## config.mk

```make
export PLATFORM = sky130hd
export DESIGN_NAME = grouped_irq_combiner
export DESIGN_NICKNAME = d
export VERILOG_FILES = /design/src/rtl/gic_pkg.sv /design/src/rtl/combiner_regdec.sv /design/src/rtl/combiner_enable_bank.sv /design/src/rtl/combiner_group_or.sv /design/src/rtl/grouped_irq_combiner.sv
export SDC_FILE = /design/constraint.sdc
export NUM_CORES = 1
export LEC_CHECK = 0
export BUFFER_PORTS_ARGS = -buffer_cell sky130_fd_sc_hd__buf_2
export CORE_UTILIZATION = 50
export DETAILED_ROUTE_END_ITERATION = 10
export PLACE_DENSITY = 0.73
export SLEW_MARGIN = 10
export SYNTH_ARGS = -nofsm -noshare
export SYNTH_HDL_FRONTEND = slang
export SYNTH_HIERARCHICAL = 1
export SYNTH_SLANG_ARGS = --single-unit
```

## constraint.sdc

```tcl
create_clock -name clk -period 4.35 [get_ports clk]
set_clock_uncertainty 0.15 [all_clocks]
set_input_delay 0.6525 -clock clk [delete_from_list [all_inputs] [get_ports clk]]
set_output_delay 0.6525 -clock clk [all_outputs]
set_load 0.005 [all_outputs]
```

## src/rtl/gic_pkg.sv

```systemverilog
package gic_pkg;

  typedef enum logic [2:0] {
    K_NONE,
    K_SET,
    K_CLR,
    K_RAW,
    K_MSK,
    K_PEND
  } reg_kind_e;

  // Register slot inside a bank window, from address bits [3:2]
  function automatic reg_kind_e slot_kind(input logic [1:0] slot);
    case (slot)
      2'd0:    return K_SET;
      2'd1:    return K_CLR;
      2'd2:    return K_RAW;
      default: return K_MSK;
    endcase
  endfunction

  // One when any bit of a group's byte is set
  function automatic logic lane_any(input logic [7:0] lane);
    return |lane;
  endfunction

endpackage

```

## src/rtl/combiner_regdec.sv

```systemverilog
module combiner_regdec
  import gic_pkg::*;
#(
  parameter int ADDR_W    = 12,
  parameter int NUM_BANKS = 8,
  parameter int PEND_OFS  = 256,
  localparam int BANK_W   = (NUM_BANKS > 1) ? $clog2(NUM_BANKS) : 1
) (
  input  logic [ADDR_W-1:0] addr_i,
  input  logic              wr_i,
  output reg_kind_e         kind_o,
  output logic [BANK_W-1:0] bank_o,
  output logic [NUM_BANKS-1:0] set_we_o,
  output logic [NUM_BANKS-1:0] clr_we_o
);
  localparam logic [ADDR_W-5:0] NB_LIM = (ADDR_W-4)'(NUM_BANKS);
  localparam logic [ADDR_W-1:0] PEND_A = ADDR_W'(PEND_OFS);

  logic [ADDR_W-5:0] win;
  logic              aligned;
  logic              in_banks;
  logic              pend_hit;

  assign win      = addr_i[ADDR_W-1:4];
  assign aligned  = (addr_i[1:0] == 2'b00);
  assign in_banks = aligned && (win < NB_LIM);
  assign pend_hit = aligned && (addr_i == PEND_A);
  assign bank_o   = win[BANK_W-1:0];

  always_comb begin
    if (in_banks)      kind_o = slot_kind(addr_i[3:2]);
    else if (pend_hit) kind_o = K_PEND;
    else               kind_o = K_NONE;
  end

  for (genvar n = 0; n < NUM_BANKS; n++) begin : g_we
    assign set_we_o[n] = wr_i && (kind_o == K_SET) && (bank_o == BANK_W'(n));
    assign clr_we_o[n] = wr_i && (kind_o == K_CLR) && (bank_o == BANK_W'(n));
  end

endmodule

```

## src/rtl/combiner_enable_bank.sv

```systemverilog
module combiner_enable_bank #(
  parameter int W = 32
) (
  input  logic         clk,
  input  logic         rst_n,
  input  logic         set_we_i,
  input  logic         clr_we_i,
  input  logic [W-1:0] wdata_i,
  output logic [W-1:0] en_q
);

  always_ff @(posedge clk or negedge rst_n) begin
    if (!rst_n)        en_q <= '0;
    else if (set_we_i) en_q <= en_q | wdata_i;
    else if (clr_we_i) en_q <= en_q & ~wdata_i;
  end

  // ones written to the set register are enabled afterwards
  a_r3_set_applies: assert property (@(posedge clk) disable iff (!rst_n)
    set_we_i |=> ((en_q & $past(wdata_i)) == $past(wdata_i)));

  // ones written to the clear register are disabled afterwards
  a_r4_clear_applies: assert property (@(posedge clk) disable iff (!rst_n)
    clr_we_i |=> ((en_q & $past(wdata_i)) == '0));

  // zero bits of either write are left alone
  a_r3_zero_bits_kept: assert property (@(posedge clk) disable iff (!rst_n)
    (set_we_i || clr_we_i) |=> ((en_q & ~$past(wdata_i)) == ($past(en_q) & ~$past(wdata_i))));

  // no write, no change
  a_r11_hold: assert property (@(posedge clk) disable iff (!rst_n)
    (!set_we_i && !clr_we_i) |=> $stable(en_q));

endmodule

```

## src/rtl/combiner_group_or.sv

```systemverilog
module combiner_group_or
  import gic_pkg::*;
#(
  parameter int NUM_GROUPS    = 32,
  parameter int SRC_PER_GROUP = 8
) (
  input  logic [NUM_GROUPS*SRC_PER_GROUP-1:0] masked_i,
  output logic [NUM_GROUPS-1:0]               any_o
);
  for (genvar g = 0; g < NUM_GROUPS; g++) begin : g_grp
    logic [7:0] lane;
    assign lane     = 8'(masked_i[g*SRC_PER_GROUP +: SRC_PER_GROUP]);
    assign any_o[g] = lane_any(lane);
  end
endmodule

```

## src/rtl/grouped_irq_combiner.sv

```systemverilog
module grouped_irq_combiner
  import gic_pkg::*;
#(
  parameter int NUM_GROUPS    = 32,
  parameter int SRC_PER_GROUP = 8,
  parameter int DATA_W        = 32,
  parameter int ADDR_W        = 12,
  parameter int PEND_OFS      = 256,
  localparam int NSRC         = NUM_GROUPS * SRC_PER_GROUP,
  localparam int GRP_PER_BANK = DATA_W / SRC_PER_GROUP,
  localparam int NUM_BANKS    = NUM_GROUPS / GRP_PER_BANK,
  localparam int BANK_W       = (NUM_BANKS > 1) ? $clog2(NUM_BANKS) : 1
) (
  input  logic              clk,
  input  logic              rst_n,
  input  logic [NSRC-1:0]   src_i,
  input  logic [ADDR_W-1:0] reg_addr_i,
  input  logic              reg_wr_i,
  input  logic              reg_rd_i,
  input  logic [DATA_W-1:0] reg_wdata_i,
  output logic [DATA_W-1:0] reg_rdata_o,
  output logic [NUM_GROUPS-1:0] grp_irq_o
);

  reg_kind_e          kind;
  logic [BANK_W-1:0]  bank;
  logic [NUM_BANKS-1:0] set_we;
  logic [NUM_BANKS-1:0] clr_we;
  logic [NSRC-1:0]    en_all;
  logic [NSRC-1:0]    masked;
  logic [NUM_GROUPS-1:0] grp_any;
  logic [DATA_W-1:0]  rd_val;

  combiner_regdec #(
    .ADDR_W(ADDR_W), .NUM_BANKS(NUM_BANKS), .PEND_OFS(PEND_OFS)
  ) u_dec (
    .addr_i(reg_addr_i), .wr_i(reg_wr_i), .kind_o(kind), .bank_o(bank),
    .set_we_o(set_we), .clr_we_o(clr_we)
  );

  for (genvar n = 0; n < NUM_BANKS; n++) begin : g_bank
    combiner_enable_bank #(.W(DATA_W)) u_en (
      .clk(clk), .rst_n(rst_n), .set_we_i(set_we[n]), .clr_we_i(clr_we[n]),
      .wdata_i(reg_wdata_i), .en_q(en_all[n*DATA_W +: DATA_W])
    );
  end

  assign masked = src_i & en_all;

  combiner_group_or #(
    .NUM_GROUPS(NUM_GROUPS), .SRC_PER_GROUP(SRC_PER_GROUP)
  ) u_or (
    .masked_i(masked), .any_o(grp_any)
  );

  always_comb begin
    rd_val = '0;
    case (kind)
      K_SET, K_CLR: rd_val = en_all[bank*DATA_W +: DATA_W];
      K_RAW:        rd_val = src_i[bank*DATA_W +: DATA_W];
      K_MSK:        rd_val = masked[bank*DATA_W +: DATA_W];
      K_PEND:       rd_val[NUM_GROUPS-1:0] = grp_any;
      default:      rd_val = '0;
    endcase
  end

  always_ff @(posedge clk or negedge rst_n) begin
    if (!rst_n) begin
      reg_rdata_o <= '0;
      grp_irq_o   <= '0;
    end else begin
      reg_rdata_o <= reg_rd_i ? rd_val : '0;
      grp_irq_o   <= grp_any;
    end
  end

  // no enabled source means quiet lines on the next cycle
  a_r8_quiet_without_enable: assert property (@(posedge clk) disable iff (!rst_n)
    (en_all == '0) |=> (grp_irq_o == '0));
  a_r8_quiet_without_source: assert property (@(posedge clk) disable iff (!rst_n)
    (src_i == '0) |=> (grp_irq_o == '0));

  // no read, zero data next cycle
  a_r9_idle_zero: assert property (@(posedge clk) disable iff (!rst_n)
    !reg_rd_i |=> (reg_rdata_o == '0));

  // unmapped reads return zero, non-enable writes keep enables
  a_r10_unmapped_read: assert property (@(posedge clk) disable iff (!rst_n)
    (reg_rd_i && kind == K_NONE) |=> (reg_rdata_o == '0));
  a_r10_other_write: assert property (@(posedge clk) disable iff (!rst_n)
    (reg_wr_i && kind != K_SET && kind != K_CLR) |=> $stable(en_all));

endmodule

```

==> metrics.csv, run 1 <==
stage;metric;value;unit
setup_path;Setup crit start kind;primary input;
grt;gr usage total;36.1;%
die;Initial Util;50.9;%
logic_synthesis;share of the synthesized area in the top cell type;40.6;%
cts;clock sinks;320;
timing;setup total negative slack;0;ns
grt;first-pass GRT wire length;111000;um
logic_synthesis;ys flop type;dfrtp_1;
timing;final setup violation count;0;
pwr;Combinational Power Share;8.6;%
pwr;clock share of power;49.0;%
setup_path;CP delay by family, top;simple AND/OR/NAND/NOR gates;
pwr;sw frac;24.6;%
logic_synthesis;asr flop ratio synth;100;%
timing;Max-slew headroom;15.7;%
drt;residual DRC count;0;
die;Die H;201;um
cells_and_area;FILL cells;3323;
setup_path;CP Buf/Inv Count;3;
drt;Total Wirelength;73300;um
cells_and_area;commonest non-fill, non-tap cell in the layout;buf_2;
pwr;switching power of the nets;0.00174;W
cells_and_area;nets;2602;
timing;RSZ-0062 raised after global routing;false;
pwr;leak pwr;11.2;nW
outcome;status;complete, but fails checks;
logic_synthesis;Mapped Cells;1967;
pwr;Reg power frac;42.4;%
timing;Worst Max-Slew Pin Slew;1.25;ns
grt;pin count of the biggest net entering global routing;110;
logic_synthesis;Synth area leaders;dfrtp_1, a22o_1, and2_1, mux2i_1, nand2_1;
drt;drt first pass iters;5;
cells_and_area;most frequent cells in the layout;buf_2, nand2_1, dfrtp_1, and2_1, a22o_1;
die;Row Count;72;
timing;Pins Over Slew Limit;0;
logic_synthesis;FF+latch count, synth;320;
cts;H-tree depth;2;
grt;initial antenna violation count;4;
die;I/O pin count;368;
grt;vias in the first global route;18400;
cts;post_cts resized;0;
setup_path;Crit. End Element;flip-flop;
timing;Period minus WS final;3.45;ns
logic_synthesis;largest area contributor in the netlist;dfrtp_1;
setup_path;Max Fanout on Critical Path;42;
setup_path;CP arrival;3.76;ns
cts;clock insertion delay at the later pin of the skew report;0.56;ns
cells_and_area;Finished Cell Area;23300;um2
setup_path;crit path cell chain;buf_2, nor4_4, nand2_1, nor3b_1, and3b_4, buf_4, buf_4, o211ai_1, nand4_1, o21ai_1, o211ai_1;
pwr;Internal;0.00534;W
placement;placed instance area;21900;um2
run;max-cap viol count;0;
logic_synthesis;Seq/Total Area, Yosys;40.6;%
setup_path;Worst path max stage delay;0.56;ns
timing;Final Hold Viols;2;
logic_synthesis;Cell Area, Synth;19700;um2
logic_synthesis;Syn Nets;2274;
drt;Post-DRT Antenna Nets;0;
pwr;Max IR drop VDD;0.297;mV
timing;Peak Freq;289;MHz
drt;via count;18500;
cts;Bufs on Longest Clock Path;3;
cts;CTS root buf;clkbuf_16;
logic_synthesis;Ys Warns;6;
cells_and_area;share of layout cells above drive strength 1;26.3;%
placement;post-DP HPWL;52300;um
cts;Post CTS Setup Buffer Count;0;
setup_path;WS Path Type;in -> reg;
placement;global placer's final weighted congestion;0.943;
cells_and_area;Area Overhead vs Synth;18.1;%
cts;TritonCTS clock tree;yes;
die;Die Wd;201;um
placement;input/output buffers;367;
logic_synthesis;Synth cell types;54;
drt;routed len/inst;25.8;um
setup_path;Worst path slowest cell;buf_4;
outcome;failing checks;negative hold slack;
logic_synthesis;number of synthesized flops with an enable pin;0;
timing;crit share post-route;79.4;%
die;CORE AREA;38700;um2
timing;WHS;-0.00689;ns
drt;Vias per Instance;6.50;
die;Die Area;40200;um2
cts;CTS clk-pin slew, worst paths;0.06;ns
logic_synthesis;Syn Area/Cell;10.0;um2
setup_path;Worst R2R Setup Slack;2.23;ns
grt;grt ovf;0;
worst_hold_path;min-delay worst type;in -> async;
cts;cts hold-fix bufs;0;
drt;initial drt markers;2280;
cts;cts bufs inserted;38;
setup_path;Data required, critical path;4.66;ns
pwr;Power Dens Cells;304;nW/um2
==> path summary, 6_finish.rpt <==
check,from,to,cells after the start
setup reg to reg,flip-flop,reg_rdata_o[3],5
hold reg to reg,flip-flop,flip-flop,1
max in group asynchronous,rst_n,asynchronous set/reset pin,2
setup / recovery,reg_addr_i[11],reg_rdata_o[14],11
hold / removal,rst_n,grp_irq_o[18],1
min in group clk,src_i[35],grp_irq_o[4],4
==> cell usage after synthesis, types with 4 or more instances <==
master      n
nand2_1   325
dfrtp_1   320
and2_1    257
a22o_1    256
mux2i_1   127
o211ai_1   95
nor2_1     77
nor4_1     71
buf_2      61
o211ai_2   51
a21oi_1    38
buf_6      34
a22oi_1    31
mux4_2     30
clkbuf_1   29
nand4_1    29
o21ai_1    29
a221oi_1   22
a221oi_2   11
buf_4       8
nand2b_1    5
nor4_2      5
o31ai_1     4
==> metal layers <==
layer | routed length, um | global-route usage (%) | part of all wire, % | vias to the layer above
met5 | 25 | 0 | 0.034 | -
met4 | 3720 | 18.6 | 5.1 | 4
met3 | 7280 | 7.86 | 9.9 | 230
met2 | 33200 | 55.2 | 45 | 1195
met1 | 29100 | 48.4 | 40 | 8997
li1 | - | - | - | 8052
==> worst reg2reg max path, stage by stage, from the launching register on <==
cell and delay (ns):
dfrtp_1 0.40, and2_1 0.17, nor4_1 0.82, nand2_1 0.25, nand2_1 0.11, o211ai_1 0.09
==> metrics by stage <==
| stage | util (%) | cells | hold WS, ns | worst slack (ns) | power (W) |
|---|---|---|---|---|---|
| 6_report | 60.1 | 2841 | -0.00689 | 0.895 | 0.00707 |
| 5_1_grt | 60.1 | 2841 | 0.0708 | 0.742 | 0.00726 |
| 4_1_cts | 60.1 | 2839 | 0.0457 | 0.980 | 0.00709 |
| 3_5_place_dp | 56.6 | 2773 | 0.345 | 0.422 | 0.00365 |
| 3_3_place_gp | 56.6 | 2773 | 0.343 | 0.550 | 0.00364 |
| 2_1_floorplan | - | 1967 | 0.207 | 1.24 | 0.00324 |
==> cell families after synthesis <==
logic type                 synth area share [%]
muxes                                      9.88
DFF                                        40.6
AOI/OAI and AO/OA                          23.9
buffers and inverters                      4.86
xor gates and xnor gates                 0.0445
and+or+nand+nor                            20.5
adders and majority gates                 0.191
==> power groups by stage <==
stage	logic (W)	clock network (W)	registers, W
after floorplan	0.000186	0	0.00305
after global placement	0.000591	0	0.00305
after detailed placement	0.000596	0	0.00305
after CTS	0.000599	0.00350	0.00300
after global routing	0.000645	0.00362	0.00300
final	0.000610	0.00347	0.00300
==> layout make-up <==
cell class	count	area (um2)	area share (%)
antenna	2	5.00	0.0215
clock buffer	51	1070	4.60
clock inverter	15	273	1.17
inverter	3	11.3	0.0484
multi-input combinational	1504	10800	46.6
sequential	320	8010	34.4
tap	518	648	2.79
timing repair buffer	428	2420	10.4
Power figures use the tool's default switching activity.
==> run 2: changes to the inputs <==
clock period = 3.3 ns   (was 4.35 ns; I/O delays follow)
==> metrics.csv, run 2 (synthesis gave the netlist of run 1 again) <==
stage;metric;value;unit;change
cts;cts bufs inserted;36;;was 38
grt;initial antenna violation count;11;;was 4
cells_and_area;commonest non-fill, non-tap cell in the layout;buf_2;;unchanged
timing;Max-slew headroom;29.8;%;was 15.7%
grt;vias in the first global route;18400;;about the same
pwr;leak pwr;11.2;nW;about the same
die;Initial Util;50.9;%;unchanged
placement;global placer's final weighted congestion;0.967;;was 0.943
setup_path;Data required, critical path;3.57;ns;was 4.66 ns
die;CORE AREA;38700;um2;unchanged
outcome;status;finished, final reports clean;;was complete, but fails checks
setup_path;Worst path slowest cell;nor4_1;;was buf_4
setup_path;CP delay by family, top;simple AND/OR/NAND/NOR gates;;unchanged
placement;post-DP HPWL;52300;um;about the same
cts;post_cts resized;0;;unchanged
cells_and_area;share of layout cells above drive strength 1;26.7;%;was 26.3%
grt;pin count of the biggest net entering global routing;143;;was 110
timing;RSZ-0062 raised after global routing;false;;unchanged
cells_and_area;Area Overhead vs Synth;18.7;%;was 18.1%
setup_path;crit path cell chain;buf_2, nor4_4, nand2_1, a21oi_1, buf_4, and3b_4, buf_12, o211ai_1, nand2_1, nor4_1, o221ai_1;;was buf_2, nor4_4, nand2_1, nor3b_1, and3b_4, buf_4, buf_4, o211ai_1, nand4_1, o21ai_1, o211ai_1
drt;initial drt markers;1831;;was 2280
cts;clock sinks;320;;unchanged
setup_path;Worst path max stage delay;0.52;ns;was 0.56 ns
cells_and_area;nets;2616;;was 2602
drt;Total Wirelength;73800;um;was 73300 um
drt;routed len/inst;25.8;um;about the same
setup_path;CP Buf/Inv Count;3;;unchanged
timing;Peak Freq;358;MHz;
worst_hold_path;min-delay worst type;in -> reg;;was in -> async
drt;Vias per Instance;6.44;;was 6.50
grt;first-pass GRT wire length;111000;um;about the same
pwr;Max IR drop VDD;0.396;mV;was 0.297 mV
pwr;Power Dens Cells;386;nW/um2;was 304 nW/um2
cts;CTS root buf;clkbuf_16;;unchanged
grt;gr usage total;36.3;%;was 36.1%
drt;via count;18400;;was 18500
timing;final setup violation count;0;;unchanged
drt;Post-DRT Antenna Nets;0;;unchanged
die;I/O pin count;368;;unchanged
grt;grt ovf;0;;unchanged
timing;Final Hold Viols;0;;was 2
cts;CTS clk-pin slew, worst paths;0.06;ns;about the same
drt;residual DRC count;0;;unchanged
cts;H-tree depth;2;;unchanged
timing;Pins Over Slew Limit;0;;unchanged
cts;clock insertion delay at the later pin of the skew report;0.56;ns;about the same
timing;crit share post-route;84.6;%;
cts;TritonCTS clock tree;yes;;unchanged
run;max-cap viol count;0;;unchanged
die;Row Count;72;;unchanged
die;Die Area;40200;um2;unchanged
cells_and_area;most frequent cells in the layout;buf_2, nand2_1, dfrtp_1, and2_1, a22o_1;;unchanged
cells_and_area;FILL cells;3324;;was 3323
timing;WHS;0.158;ns;was -0.00689 ns
timing;Worst Max-Slew Pin Slew;1.05;ns;was 1.25 ns
setup_path;CP arrival;3.06;ns;was 3.76 ns
placement;input/output buffers;367;;unchanged
cts;Bufs on Longest Clock Path;3;;unchanged
setup_path;Setup crit start kind;primary input;;unchanged
setup_path;Most common cell on crit path;nand2_1;;
cells_and_area;Layout Cells excl Fill;2863;;was 2841
placement;placed cells;2788;;was 2773
timing;Period minus WS final;2.79;ns;
setup_path;Max Fanout on Critical Path;70;;was 42
drt;drt first pass iters;5;;unchanged
die;Die Wd;201;um;unchanged
setup_path;Crit. End Element;flip-flop;;unchanged
setup_path;WS Path Type;in -> reg;;unchanged
die;Die H;201;um;unchanged
## run 2: cell types whose count changed in the layout (fill, tap and decap cells not counted), sizes merged
cell | previous run | this run
buf | 427 | 442
diode | 2 | 11
clkinv | 8 | 4
bufinv | 7 | 4
clkbuf | 52 | 54
clkinvlp | 0 | 1
dlygate4sd3 | 0 | 1
inv | 3 | 4
## run 2: metal layers
layer  global-route usage [%]  vias to the layer above  share of wire [%]
met5                        0                        -              0.020
met4                     16.4                        2                4.2
met3                     8.70                      210                 10
met2                     57.1                     1117                 46
met1                     47.7                     9018                 39
li1                         -                     8078                  -
## run 2: worst register-to-register path, stage by stage (launching register included)
cell and delay (ns):
dfrtp_1 0.41, and2_1 0.17, nor4_1 0.80, nand2_1 0.26
nand2_1 0.11, o211ai_1 0.14
## run 2: timing repair
item	4_1_cts	5_1_grt
hold buffers	1	0
setup buffers	0	0
endpoints found under the hold margin	90	0
## run 2: area by class of cell
type,instances,area (um2),share of cell area [%]
Clock inverter,10,168,0.717
Antenna cell,11,27.5,0.118
Timing Repair Buffer,444,2610,11.2
Tap cell,518,648,2.77
Sequential cell,320,8010,34.2
Clock buffer,53,1070,4.60
Multi-Input combinational cell,1504,10800,46.3
Inverter,3,11.3,0.0481
## run 2: power by group
part	total, W	switching, W	internal, W
clock network	0.00426	0.00168	0.00257
logic	0.000813	0.000535	0.000278
registers	0.00395	0.0000126	0.00394
## run 2: worst paths after layout
path                       cells past startpoint  slack (ns)                         end      startpoint
hold / removal                                 4        0.16               grp_irq_o[13]      src_i[109]
setup / recovery                              11        0.51             reg_rdata_o[28]  reg_addr_i[11]
setup reg to reg                               5        1.12              reg_rdata_o[3]       flip-flop
hold reg to reg                                1        0.37                   flip-flop       flip-flop
max in group asynchronous                      3        1.70  asynchronous set/reset pin           rst_n
min in group asynchronous                      2        0.43  asynchronous set/reset pin           rst_n
## run 2: stage by stage
stage          instance area [um2]  utilization (%)   TNS, ns  worst slack (ns)  power (W)
2_1_floorplan                19700                -         0             0.347    0.00427
3_5_place_dp                 22100             57.1  -0.00933          -0.00704    0.00482
5_1_grt                      23400             60.4         0             0.372    0.00926
4_1_cts                      23400             60.3         0             0.567    0.00905
3_3_place_gp                 22100             57.1         0            0.0623    0.00481
6_report                     23400             60.4         0             0.508    0.00902
==> run 3: changes to the inputs <==
PLACE_DENSITY = 0.76   (was 0.73)
clock period = 2.4 ns   (was 3.3 ns; I/O delays follow)
==> metrics.csv, run 3 (synthesis gave the netlist of run 1 again) <==
stage;metric;value;unit;change
outcome;status;complete, but fails checks;;was finished, final reports clean
outcome;failing checks;negative setup slack;;
timing;Worst Max-Slew Pin Slew;0.757;ns;was 1.05 ns
cts;CTS root buf;clkbuf_16;;unchanged
drt;Vias per Instance;6.39;;was 6.44
timing;setup total negative slack;-0.0102;ns;was 0 ns
cts;clock insertion delay at the later pin of the skew report;0.56;ns;about the same
cts;cts bufs inserted;38;;was 36
worst_hold_path;Hold EP;grp_irq_o[8];;was grp_irq_o[13]
setup_path;Data required, critical path;2.67;ns;was 3.57 ns
cts;clock sinks;320;;unchanged
drt;Post-DRT Antenna Nets;0;;unchanged
setup_path;Max Fanout on Critical Path;16;;was 70
timing;RSZ-0062 raised after global routing;true;;was false
grt;gr usage total;36.9;%;was 36.3%
cts;CTS clk-pin slew, worst paths;0.06;ns;about the same
worst_hold_path;worst hold path cell count;4;;unchanged
die;Row Count;72;;unchanged
worst_hold_path;hold_sp;src_i[70];;was src_i[109]
pwr;Max IR drop VDD;0.511;mV;was 0.396 mV
drt;initial drt markers;2078;;was 1831
cells_and_area;most frequent cells in the layout;buf_2, nand2_1, dfrtp_1, and2_1, a22o_1;;unchanged
setup_path;Crit. End Element;flip-flop;;unchanged
grt;first-pass GRT wire length;113000;um;was 111000 um
die;Die Wd;201;um;unchanged
timing;Final WS setup;-0.0102;ns;was 0.508 ns
worst_hold_path;min-delay worst type;in -> reg;;unchanged
cells_and_area;Reg area;8010;um2;unchanged
cells_and_area;Area Overhead vs Synth;23.2;%;was 18.7%
timing;Peak Freq;415;MHz;
setup_path;Worst R2R Setup Slack;0.33;ns;was 1.12 ns
placement;post-DP HPWL;54400;um;was 52300 um
setup_path;WS Path Type;in -> reg;;unchanged
timing;Pins Over Slew Limit;0;;unchanged
run;max-cap viol count;0;;unchanged
timing;Period minus WS final;2.41;ns;
cts;TritonCTS clock tree;yes;;unchanged
setup_path;CP arrival;2.68;ns;was 3.06 ns
drt;residual DRC count;0;;unchanged
placement;dpl ws;-0.459;ns;was -0.00704 ns
pwr;Power Dens Cells;522;nW/um2;was 386 nW/um2
placement;placed instance area;23000;um2;was 22100 um2
cells_and_area;Layout Cells excl Fill;2930;;was 2863
cts;post_cts resized;0;;unchanged
cts;Bufs on Longest Clock Path;3;;unchanged
die;Die H;201;um;unchanged
timing;crit share post-route;100;%;
drt;routed len/inst;25.5;um;was 25.8 um
cells_and_area;Multi-input gate area;10900;um2;was 10800 um2
grt;vias in the first global route;18600;;was 18400
cells_and_area;FILL cells;3242;;was 3324
die;CORE AREA;38700;um2;unchanged
grt;initial antenna violation count;5;;was 11
setup_path;reg-to-reg endpoint;reg_rdata_o[16];;was reg_rdata_o[3]
grt;grt ovf;0;;unchanged
drt;Total Wirelength;74800;um;was 73800 um
placement;global placer's final weighted congestion;1.01;;was 0.967
die;Die Area;40200;um2;unchanged
cells_and_area;Finished Cell Area;24300;um2;was 23400 um2
grt;pin count of the biggest net entering global routing;101;;was 143
cells_and_area;nets;2687;;was 2616
drt;drt first pass iters;6;;was 5
cts;H-tree depth;2;;unchanged
cells_and_area;share of layout cells above drive strength 1;29.1;%;was 26.7%
placement;input/output buffers;367;;unchanged
die;Initial Util;50.9;%;unchanged
timing;final setup violation count;1;;was 0
cells_and_area;commonest non-fill, non-tap cell in the layout;buf_2;;unchanged
setup_path;Setup crit start kind;primary input;;unchanged
setup_path;r2r worst-path depth;5;;unchanged
placement;placed cells;2857;;was 2788
drt;via count;18700;;was 18400
timing;Max-slew headroom;49.5;%;was 29.8%
pwr;leak pwr;11.7;nW;was 11.2 nW
timing;WHS;0.0264;ns;was 0.158 ns
die;I/O pin count;368;;unchanged
timing;Final Hold Viols;0;;unchanged
## run 3: layout make-up
type                       instances  share of cell area, %
antenna                            6                 0.0618
clock buffer                      54                   4.58
clock inverter                    12                  0.706
inverter                           3                 0.0464
multi-input combinational       1504                   44.8
sequential                       320                   33.0
tap                              518                   2.67
timing repair buffer             513                   14.2
## run 3: what timing repair did
action                                  in CTS  in global routing
endpoints found under the setup margin       0                  1
hold buffers                                 1                  0
buffers inserted                             0                  0
hold endpoints to repair                    45                  0
## run 3: power breakdown
| group | internal, W | switching [W] | leakage, nW | total (W) |
|---|---|---|---|---|
| clock network | 0.00365 | 0.00241 | 0.624 | 0.00606 |
| registers | 0.00542 | 0.0000176 | 4.47 | 0.00544 |
| logic | 0.000417 | 0.000763 | 6.56 | 0.00118 |
## run 3: worst max-delay path by stage
stage,from,endpoint,slack [ns],cells past startpoint
finish,reg_addr_i[2],reg_rdata_o[1],-0.01,12
global route,reg_addr_i[2],reg_rdata_o[28],-0.03,12
CTS,reg_addr_i[2],reg_rdata_o[1],0.11,12
detailed placement,reg_addr_i[2],reg_rdata_o[31],-0.46,12
global placement,reg_addr_i[2],reg_rdata_o[1],-0.35,12
floorplan,reg_addr_i[1],reg_rdata_o[10],-0.04,12
## run 3: worst max-delay path, cell delays in order
cell and delay [ns]:
buf_2 0.11, inv_1 0.07, ha_1 0.25, nand4b_1 0.21
a21oi_2 0.27, and3b_4 0.28, buf_12 0.16, o211ai_1 0.18
nand4_1 0.21, o21ai_1 0.31, buf_4 0.16, o211ai_1 0.11
## run 3: layer usage
| metal | wire [um] | vias up | track usage, % |
|---|---|---|---|
| met4 | 3020 | 0 | 14.9 |
| met5 | 0 | - | 0 |
| met2 | 34300 | 1107 | 58.4 |
| met3 | 7370 | 208 | 7.44 |
| met1 | 30100 | 9201 | 49.7 |
| li1 | - | 8215 | - |
## run 3: per-stage QoR
stage / power (W) / utilization [%]
final: 0.0127 / 62.7
after global routing: 0.0130 / 62.7
after CTS: 0.0127 / 62.6
after detailed placement: 0.00668 / 59.3
after global placement: 0.00667 / 59.3
after floorplan: 0.00587 / -
